==> src/rtl/scta_pkg.sv <==
package scta_pkg;

    localparam int DW = 32;

    // Alias operation taken from address bits 3:2
    typedef enum logic [1:0] {
        OP_WRITE = 2'b00,
        OP_SET   = 2'b01,
        OP_CLR   = 2'b10,
        OP_TGL   = 2'b11
    } alias_op_e;

    typedef enum logic [2:0] {
        SEL_NONE,
        SEL_CTRL,
        SEL_STAT,
        SEL_CHCTRL,
        SEL_CHAN
    } reg_sel_e;

    // Slot order inside a channel group
    localparam logic [1:0] SLOT_PTR  = 2'd0;
    localparam logic [1:0] SLOT_SEMA = 2'd1;
    localparam logic [1:0] SLOT_STAT = 2'd2;
    localparam logic [1:0] SLOT_OPT  = 2'd3;

    typedef struct packed {
        reg_sel_e  sel;
        logic [1:0] chan;
        logic [1:0] slot;
        alias_op_e op;
    } dec_t;

    // Apply one alias operation, touching only bits in mask
    function automatic logic [DW-1:0] apply_op(alias_op_e op, logic [DW-1:0] cur,
                                               logic [DW-1:0] wd, logic [DW-1:0] mask);
        logic [DW-1:0] nxt;
        unique case (op)
            OP_WRITE: nxt = wd;
            OP_SET:   nxt = cur | wd;
            OP_CLR:   nxt = cur & ~wd;
            OP_TGL:   nxt = cur ^ wd;
        endcase
        return (cur & ~mask) | (nxt & mask);
    endfunction

endpackage

==> src/rtl/scta_decode.sv <==
module scta_decode
    import scta_pkg::*;
#(
    parameter int ADDR_W = 12,
    parameter int NCH    = 4
) (
    input  logic [ADDR_W-1:0] addr,
    output dec_t              dec
);

    localparam int GRP_W = ADDR_W - 4;
    localparam int BLK_W = ADDR_W - 8;

    always_comb begin
        dec.sel  = SEL_NONE;
        dec.chan = addr[7:6];
        dec.slot = addr[5:4];
        dec.op   = alias_op_e'(addr[3:2]);
        if (addr[1:0] == 2'b00) begin
            if (addr[ADDR_W-1:4] == GRP_W'(0)) begin
                dec.sel = SEL_CTRL;
            end else if (addr[ADDR_W-1:4] == GRP_W'(1)) begin
                dec.sel = SEL_STAT;
            end else if (addr[ADDR_W-1:4] == GRP_W'(2)) begin
                dec.sel = SEL_CHCTRL;
            end else if (addr[ADDR_W-1:8] == BLK_W'(1) && int'(addr[7:6]) < NCH) begin
                dec.sel = SEL_CHAN;
            end
        end
    end

endmodule

==> src/rtl/scta_reg.sv <==
module scta_reg
    import scta_pkg::*;
#(
    parameter logic [DW-1:0] RST_VAL = '0,
    parameter logic [DW-1:0] WR_MASK = '1
) (
    input  logic          clk,
    input  logic          rst_n,
    input  logic          hold,
    input  logic          we,
    input  alias_op_e     op,
    input  logic [DW-1:0] wdata,
    input  logic [DW-1:0] hw_set,
    output logic [DW-1:0] q
);

    logic [DW-1:0] d;

    always_comb begin
        d = q;
        if (we) begin
            d = apply_op(op, q, wdata, WR_MASK);
        end
        // hardware events win over a software clear in the same cycle
        d = d | (hw_set & WR_MASK);
        if (hold) begin
            d = RST_VAL;
        end
    end

    always_ff @(posedge clk or negedge rst_n) begin
        if (!rst_n) begin
            q <= RST_VAL;
        end else begin
            q <= d;
        end
    end

endmodule

==> src/rtl/scta_irq.sv <==
module scta_irq #(
    parameter int NCH = 4
) (
    input  logic [NCH-1:0] flags,
    input  logic [NCH-1:0] enables,
    input  logic           merge_ch0,
    output logic [NCH-1:0] ch_irq,
    output logic           irq_merged
);

    logic [NCH-1:0] raw;

    for (genvar n = 0; n < NCH; n++) begin : g_line
        assign raw[n] = flags[n] & enables[n];
        if (n == 0) begin : g_ch0
            assign ch_irq[n] = raw[n] & ~merge_ch0;
        end else begin : g_chn
            assign ch_irq[n] = raw[n];
        end
    end

    assign irq_merged = raw[0] & merge_ch0;

endmodule

==> src/rtl/scta_regbank.sv <==
module scta_regbank
    import scta_pkg::*;
#(
    parameter int ADDR_W         = 12,
    parameter int NCH            = 4,
    parameter bit CIPHER_PRESENT = 1'b1,
    parameter bit HASH_PRESENT   = 1'b1
) (
    input  logic              clk,
    input  logic              rst_n,
    input  logic              wr_en,
    input  logic              rd_en,
    input  logic [ADDR_W-1:0] addr,
    input  logic [31:0]       wdata,
    output logic [31:0]       rdata,
    output logic              rvalid,
    input  logic [NCH-1:0]    ch_done,
    input  logic [NCH-1:0]    ch_stat_upd,
    input  logic [32*NCH-1:0] ch_stat_bits,
    input  logic              key_ready,
    input  logic [3:0]        cur_chan,
    input  logic [7:0]        ready_chan,
    output logic [NCH-1:0]    ch_irq,
    output logic              irq_merged,
    output logic              soft_rst_o,
    output logic              clk_gate_o
);

    localparam logic [DW-1:0] CH_MASK      = DW'((1 << NCH) - 1);
    localparam logic [DW-1:0] SRST_BIT     = 32'h8000_0000;
    localparam logic [DW-1:0] CTRL_RST     = 32'hC000_0000;
    localparam logic [DW-1:0] CTRL_WMASK   = 32'hC0E0_0000 | CH_MASK;
    localparam logic [DW-1:0] CTRL_RO      = {2'b00, CIPHER_PRESENT, HASH_PRESENT, 28'h0};
    localparam logic [DW-1:0] CHCTRL_WMASK = 32'h0001_0000 | (CH_MASK << 8) | CH_MASK;
    localparam int            NREG         = 4 * NCH;

    dec_t          dec;
    logic [DW-1:0] ctrl_q;
    logic [DW-1:0] stat_q;
    logic [DW-1:0] chctrl_q;
    logic [DW-1:0] chan_q [NREG];
    logic [DW-1:0] ctrl_try;
    logic          srst_next;
    logic          we_ctrl;
    logic          we_stat;
    logic          we_chctrl;
    logic [DW-1:0] rd_val;

    scta_decode #(.ADDR_W(ADDR_W), .NCH(NCH)) dec_i (
        .addr (addr),
        .dec  (dec)
    );

    assign we_ctrl   = wr_en && (dec.sel == SEL_CTRL);
    assign we_stat   = wr_en && (dec.sel == SEL_STAT);
    assign we_chctrl = wr_en && (dec.sel == SEL_CHCTRL);

    // Soft reset takes effect on the same edge as the write that sets it
    assign ctrl_try  = apply_op(dec.op, ctrl_q, wdata, CTRL_WMASK);
    assign srst_next = we_ctrl ? |(ctrl_try & SRST_BIT) : |(ctrl_q & SRST_BIT);

    scta_reg #(.RST_VAL(CTRL_RST), .WR_MASK(CTRL_WMASK)) ctrl_i (
        .clk    (clk),
        .rst_n  (rst_n),
        .hold   (1'b0),
        .we     (we_ctrl),
        .op     (dec.op),
        .wdata  (wdata),
        .hw_set ('0),
        .q      (ctrl_q)
    );

    scta_reg #(.RST_VAL('0), .WR_MASK(CH_MASK)) stat_i (
        .clk    (clk),
        .rst_n  (rst_n),
        .hold   (srst_next),
        .we     (we_stat),
        .op     (dec.op),
        .wdata  (wdata),
        .hw_set (DW'(ch_done)),
        .q      (stat_q)
    );

    scta_reg #(.RST_VAL('0), .WR_MASK(CHCTRL_WMASK)) chctrl_i (
        .clk    (clk),
        .rst_n  (rst_n),
        .hold   (srst_next),
        .we     (we_chctrl),
        .op     (dec.op),
        .wdata  (wdata),
        .hw_set ('0),
        .q      (chctrl_q)
    );

    for (genvar n = 0; n < NCH; n++) begin : g_chan
        for (genvar s = 0; s < 4; s++) begin : g_slot
            logic [DW-1:0] hw;
            logic          we_slot;
            if (s == int'(SLOT_STAT)) begin : g_stat
                assign hw = ch_stat_upd[n] ? ch_stat_bits[n*32 +: 32] : '0;
            end else begin : g_plain
                assign hw = '0;
            end
            assign we_slot = wr_en && (dec.sel == SEL_CHAN) &&
                             (dec.chan == 2'(n)) && (dec.slot == 2'(s));
            scta_reg #(.RST_VAL('0), .WR_MASK('1)) r_i (
                .clk    (clk),
                .rst_n  (rst_n),
                .hold   (srst_next),
                .we     (we_slot),
                .op     (dec.op),
                .wdata  (wdata),
                .hw_set (hw),
                .q      (chan_q[n*4+s])
            );
        end
    end

    scta_irq #(.NCH(NCH)) irq_i (
        .flags      (stat_q[NCH-1:0]),
        .enables    (ctrl_q[NCH-1:0]),
        .merge_ch0  (chctrl_q[16]),
        .ch_irq     (ch_irq),
        .irq_merged (irq_merged)
    );

    always_comb begin
        rd_val = '0;
        unique case (dec.sel)
            SEL_CTRL:   rd_val = ctrl_q | CTRL_RO;
            SEL_STAT:   rd_val = {3'b000, key_ready, cur_chan, ready_chan, 16'h0000} | stat_q;
            SEL_CHCTRL: rd_val = chctrl_q;
            SEL_CHAN:   rd_val = chan_q[int'(dec.chan)*4 + int'(dec.slot)];
            default:    rd_val = '0;
        endcase
    end

    always_ff @(posedge clk or negedge rst_n) begin
        if (!rst_n) begin
            rdata  <= '0;
            rvalid <= 1'b0;
        end else begin
            rvalid <= rd_en;
            if (rd_en) begin
                rdata <= rd_val;
            end
        end
    end

    assign soft_rst_o = ctrl_q[31];
    assign clk_gate_o = ctrl_q[30];

endmodule

==> config.mk <==
export PLATFORM = sky130hd
export DESIGN_NAME = scta_regbank
export DESIGN_NICKNAME = d
export VERILOG_FILES = /design/src/rtl/scta_pkg.sv /design/src/rtl/scta_decode.sv /design/src/rtl/scta_reg.sv /design/src/rtl/scta_irq.sv /design/src/rtl/scta_regbank.sv
export SDC_FILE = /design/constraint.sdc
export NUM_CORES = 2
export LEC_CHECK = 0
export ABC_CLOCK_PERIOD_IN_PS = 12800
export BUFFER_PORTS_ARGS = -buffer_cell sky130_fd_sc_hd__buf_4
export CORE_MARGIN = 2
export CORE_UTILIZATION = 40
export DETAILED_ROUTE_END_ITERATION = 6
export PLACE_DENSITY = 0.55
export SLEW_MARGIN = 20
export SYNTH_ARGS = -nofsm -noshare
export SYNTH_HDL_FRONTEND = slang
export SYNTH_HIERARCHICAL = 1
export SYNTH_SLANG_ARGS = --single-unit
==> constraint.sdc <==
create_clock -name clk -period 12.8 [get_ports clk]
set_input_delay 2.56 -clock clk [delete_from_list [all_inputs] [get_ports clk]]
set_output_delay 2.56 -clock clk [all_outputs]
set_load 0.05 [all_outputs]
# Word level (Yosys, flattened, before mapping)
# Cells that the tools add are included.
[word_totals]
regBits = 641
inputBits = 197
out_inout_bits = 40
elab_cells = 229
[op_classes]
add_sub_neg = 1
n_lt_le_gt_ge = 1
eq_ne = 16
muxes = 72
n_bitwise = 76
n_reduce_logical = 42
[ops]
columns = ["op", "n"]
rows = [
  ["$pmux 32 s4", 18],
  ["$mux 32", 43],
  ["$or 32x32->32", 21],
  ["$and 32x32->32", 17],
  ["$xor 32x32->32", 17],
  ["$bmux 32 s4", 1],
  ["$pmux 17 s4", 1],
  ["$or 30x32->32", 2],
  ["$or 32x4->32", 2],
  ["$ge 32x5->1 const B", 1],
  ["$not 32->32", 1],
  ["$not 5->32", 1],
  ["$or 29x32->32", 1],
  ["$or 32x17->32", 1],
  ["$reduce_bool 2->1", 13],
  ["$logic_and 1x1->1", 24],
  ["$and 17x17->17", 1],
  ["$mux 17", 1],
  ["$or 17x17->17", 1],
  ["$xor 17x17->17", 1],
  ["$pmux 4 s4", 1],
  ["$mux 3", 5],
  ["$eq 2x2->1 const B", 6],
  ["$eq 8x1->1 const B", 1],
  ["16 further kinds", 27],
]

# Depth between registers and ports, before layout
[depth]
ltp_word = 13
mapped_depth = 13
mapped_depth_nobuf = 9

# By module
# Netlist, hierarchy kept.
[modules_own_cells]
columns = ["module", "n_inst", "cells_each", "area_each_um2", "seq_area_each_um2"]
rows = [
  ["scta_reg (g_chan[0].g_slot[2].r_i ...)", 14, 339, 3394.5, 800.8],
  ["scta_regbank", 1, 727, 7104.3, 825.8],
  ["scta_reg (g_chan[0].g_slot[1].r_i)", 1, 339, 3389.5, 800.8],
  ["scta_reg (g_chan[0].g_slot[0].r_i)", 1, 339, 3383.2, 800.8],
  ["scta_reg (ctrl_i)", 1, 117, 1139.8, 227.7],
  ["scta_reg (chctrl_i)", 1, 119, 1123.6, 225.2],
  ["scta_reg (stat_i)", 1, 70, 638.1, 100.1],
  ["scta_decode", 1, 13, 93.8, 0.0],
  ["scta_irq", 1, 5, 35.0, 0.0],
]

# Least setup slack after synthesis
# OpenSTA, ideal clock, no wires.
[synth_path]
path_type = "input -> register"
start = "input port addr[8]"
end = "register g_chan[0].g_slot[0].r_i.q[10]"
setup_time_ns = 0.124
arrival_time_ns = 8.669
required_time_ns = 12.676
slack_ns = 4.007
cell_stages = 9
path_buffers = 3
cell_sequence = "or4_1 nor3_1 buf_2 buf_1 nor4bb_1 o21ai_0 clkbuf_1 nor2_1 o31a_1"
[synth_lines]
columns = ["item", "line", "text"]
rows = [
  ["start: declaration", "scta_regbank.sv:13", "input logic [ADDR_W-1:0] addr,"],
  ["end signal: assignment", "scta_reg.sv:33", "q <= RST_VAL;"],
  ["end signal: assignment", "scta_reg.sv:35", "q <= d;"],
  ["end: declaration", "scta_reg.sv:14", "output logic [DW-1:0] q"],
]

==> load_flow_metrics.sql <==
INSERT INTO impl_metrics (metric_group, metric, value, unit) VALUES
('worst_hold_path', 'path_class_of_the_lowest_slack_min_delay_path', 'reg2reg', ''),
('grt', 'initial_antenna_violation_count', '19', ''),
('timing', 'worst_slew_pin_slew', '1.32', 'ns'),
('critical_path', 'ff2ff_path_depth', '9', ''),
('critical_path', 'worstReg2RegStart', 'ctrl_i/q[31]', ''),
('timing', 'finalHoldViolCount', '0', ''),
('critical_path', 'worstSetupStartpoint', 'addr[7]', ''),
('critical_path', 'r2r_end', 'g_chan[2].g_slot[3].r_i/q[11]', ''),
('die', 'core-area', '0.160', 'sq mm'),
('cts', 'number_of_h_tree_levels', '3', ''),
('cells_and_area', 'nets', '8551', ''),
('timing', 'final_period_util', '50.6', '%'),
('route', 'detailedRoute.firstIterationViolations', '3586', ''),
('timing', 'fmaxAchievable', '154', 'MHz'),
('cts', 'clkTransAtPathRegs', '0.06', 'ns'),
('cells_and_area', 'fill_cells', '15200', ''),
('worst_hold_path', 'timing.hold.worst_endpoint', 'rdata[27]', ''),
('power_and_ir_drop', 'static-leakage-power', '36.0', 'nW'),
('placed_design', 'total_instance_count_after_detailed_placement', '9362', ''),
('die', 'floorplan.initialDensity', '40.2', '%'),
('cts', 'cts_root_buffer', 'sky130_fd_sc_hd__clkbuf_16', ''),
('route', 'route.detailed.vias_per_inst', '5.20', ''),
('power_and_ir_drop', 'p_per_area', '68.4', 'mW/mm^2'),
('synthesis', 'synth_area', '0.0644', 'sq mm'),
('critical_path', 'worstSetupStartpointType', 'input pin', ''),
('critical_path', 'r2r_slack', '9.47', 'ns'),
('cts', 'cts_max_path_buffers', '3', ''),
('critical_path', 'crit_fanout', '60', ''),
('cts', 'insertion_delay', '0.70', 'ns'),
('die', 'dieWidth', '405', 'microns'),
('cts', 'numCtsBuffers', '80', ''),
('die', 'design.die.area', '0.164', 'sq mm'),
('timing', 'finalSetupViolations', '0', ''),
('die', 'die_h', '405', 'microns'),
('timing', 'maxSlewHeadroom', '12.1', '%'),
('power_and_ir_drop', 'vdd_drop_max', '0.0969', 'mV'),
('route', 'totalWireLength', '202000', 'microns'),
('cts', 'clock-sinks', '567', ''),
('timing', 'slew_viol_final', '0', ''),
('timing', 'timing.final.crit_period', '6.48', 'ns'),
('critical_path', 'crit_path_end_kind', 'flip-flop', ''),
('cts', 'post_cts_buffers', '0', ''),
('cts', 'cts_hold_buffers', '0', ''),
('worst_hold_path', 'hold_path_startpoint', 'rdata[27]', ''),
('route', 'ant_nets', '0', ''),
('placed_design', 'dp_hpwl', '132000', 'microns'),
('grt', 'globalRouteOverflowTotal', '0', ''),
('job', 'maxCapViolCount', '0', ''),
('route', 'vias', '49400', ''),
('cts', 'post_cts.resized_instances', '0', ''),
('grt', 'global_route_wire_length_before_repair', '311000', 'microns'),
('power_and_ir_drop', 'fin_total_pwr', '0.00494', 'W'),
('route', 'wl_per_cell', '21.3', 'microns'),
('die', 'core.rowCount', '147', ''),
('cells_and_area', 'layout.cells.non_filler', '9502', ''),
('synthesis', 'syn_inst', '6473', ''),
('grt', 'grt_start_max_net_pins', '180', ''),
('placed_design', 'port_buffers', '236', ''),
('die', 'top_level_ports', '237', ''),
('timing', 'worst_clock_skew', '0.0241', 'ns'),
('timing', 'fin_setup_tns', '0', 'ns'),
('cts', 'tritoncts_clock_tree', 'yes', ''),
('cells_and_area', 'layout-area-overhead-vs-synth', '12.3', '%'),
('placed_design', 'gp_congestion', '0.791', ''),
('critical_path', 'critPathArrivalTime', '7.10', 'ns'),
('cells_and_area', 'share_of_final_layout_standard_cells_stronger_than_drive_strength_1', '14.3', '%'),
('grt', 'first_global_vias', '50300', ''),
('synthesis', 'yosysWarnings', '6', ''),
('route', 'drtPass1Iterations', '5', ''),
('synthesis', 'synth.avg_cell_area', '9.95', 'sq um'),
('worst_hold_path', 'min_delay_path_depth', '2', ''),
('critical_path', 'crit_type', 'in2reg', ''),
('outcome', 'run_status', 'complete, no violations', ''),
('critical_path', 'required', '13.42', 'ns'),
('timing', 'rsz0062_at_grt', 'no', ''),
('route', 'drc', '0', ''),
('grt', 'gr-usage-all-layers', '25.0', '%');
## worst max-delay path, stage by stage
cell,delay (ns)
sky130_fd_sc_hd__buf_4,0.32
sky130_fd_sc_hd__or4_1,0.66
sky130_fd_sc_hd__nor3_2,0.18
sky130_fd_sc_hd__buf_4,0.27
sky130_fd_sc_hd__buf_4,0.59
sky130_fd_sc_hd__nor2_1,0.11
sky130_fd_sc_hd__and3_1,0.27
sky130_fd_sc_hd__nand2_1,0.28
sky130_fd_sc_hd__nor2_4,0.04
sky130_fd_sc_hd__buf_4,0.32
sky130_fd_sc_hd__inv_1,0.80
sky130_fd_sc_hd__buf_4,0.43
sky130_fd_sc_hd__o31a_1,0.19
## state kept, by name, summed over array words and instances (netlist names)
| signal | flops |
|---|---|
| g_chan.g_slot.r_i/q | 512 |
| rdata | 32 |
| chctrl_i/q | 9 |
| stat_i/q | 4 |
| ctrl_i/q | 9 |
| rvalid | 1 |
## worst max path at each step
stage                                               end  slack [ns]  depth (start not counted)
after floorplan           g_chan[0].g_slot[0].r_i/q[10]        4.01                          9
after global placement    g_chan[0].g_slot[2].r_i/q[27]        5.71                         12
after detailed placement   g_chan[0].g_slot[1].r_i/q[4]        5.60                         13
after CTS                  g_chan[0].g_slot[1].r_i/q[4]        6.34                         13
after global routing      g_chan[2].g_slot[2].r_i/q[10]        6.04                         12
final                      g_chan[0].g_slot[1].r_i/q[9]        6.32                         13
## routing by layer
| metal | part of all wire [%] | vias to the layer above | global-route usage (%) |
|---|---|---|---|
| li1 | - | 22800 | - |
| met3 | 5.0 | 231 | 3.08 |
| met4 | 3.1 | 2 | 7.79 |
| met2 | 45 | 1174 | 40.3 |
| met5 | 0.0064 | - | 0 |
| met1 | 46 | 25200 | 35.1 |
## cell usage in the layout (no fill, tap or decap), types with 14 or more instances in the layout
cell type,n
sky130_fd_sc_hd__inv_1,1638
sky130_fd_sc_hd__ha_1,1070
sky130_fd_sc_hd__conb_1,875
sky130_fd_sc_hd__mux4_2,593
sky130_fd_sc_hd__dfrtp_1,565
sky130_fd_sc_hd__nor2_1,541
sky130_fd_sc_hd__nor3_1,533
sky130_fd_sc_hd__o31a_1,532
sky130_fd_sc_hd__buf_4,300
sky130_fd_sc_hd__and2_1,131
sky130_fd_sc_hd__clkbuf_16,83
sky130_fd_sc_hd__mux4_1,70
sky130_fd_sc_hd__nand2_1,68
sky130_fd_sc_hd__a21oi_1,57
sky130_fd_sc_hd__nor2b_1,36
sky130_fd_sc_hd__clkbuf_1,26
sky130_fd_sc_hd__mux2i_1,22
sky130_fd_sc_hd__or4_1,18
sky130_fd_sc_hd__a211oi_1,17
sky130_fd_sc_hd__a22oi_1,17
sky130_fd_sc_hd__o32a_1,16
sky130_fd_sc_hd__o211ai_1,16
sky130_fd_sc_hd__clkbuf_8,16
sky130_fd_sc_hd__nand2b_1,14
## cell type report
cell class,instances,area [sq um],area share [%]
well taps,2160,2700,3.74
multi-input cells,4681,44300,61.3
repair buffers,312,2460,3.41
clock buffers,125,2390,3.31
diodes,3,7.51,0.0104
flip-flops and latches,567,14200,19.6
clock inverters,12,76.3,0.106
inverters,1642,6160,8.52
## power breakdown
group / switching (W) / leakage, nW / internal (W)
logic: 0.000519 / 26.9 / 0.000403
clock network: 0.000947 / 1.21 / 0.00128
registers: 0.00000367 / 7.91 / 0.00180
total: 0.00147 / 36.0 / 0.00347
## metrics by stage
stage | instance area, sq um | hold slack, ns | setup slack (ns) | util (%)
after floorplan | 67700 | 0.632 | 4.01 | -
after global placement | 69800 | 0.609 | 5.71 | 43.6
after CTS | 72300 | 0.616 | 6.34 | 45.1
after global routing | 72300 | 0.671 | 6.04 | 45.1
after detailed placement | 69800 | 0.597 | 5.60 | 43.6
final | 72300 | 0.603 | 6.32 | 45.1
Power figures use the tool's default switching activity.
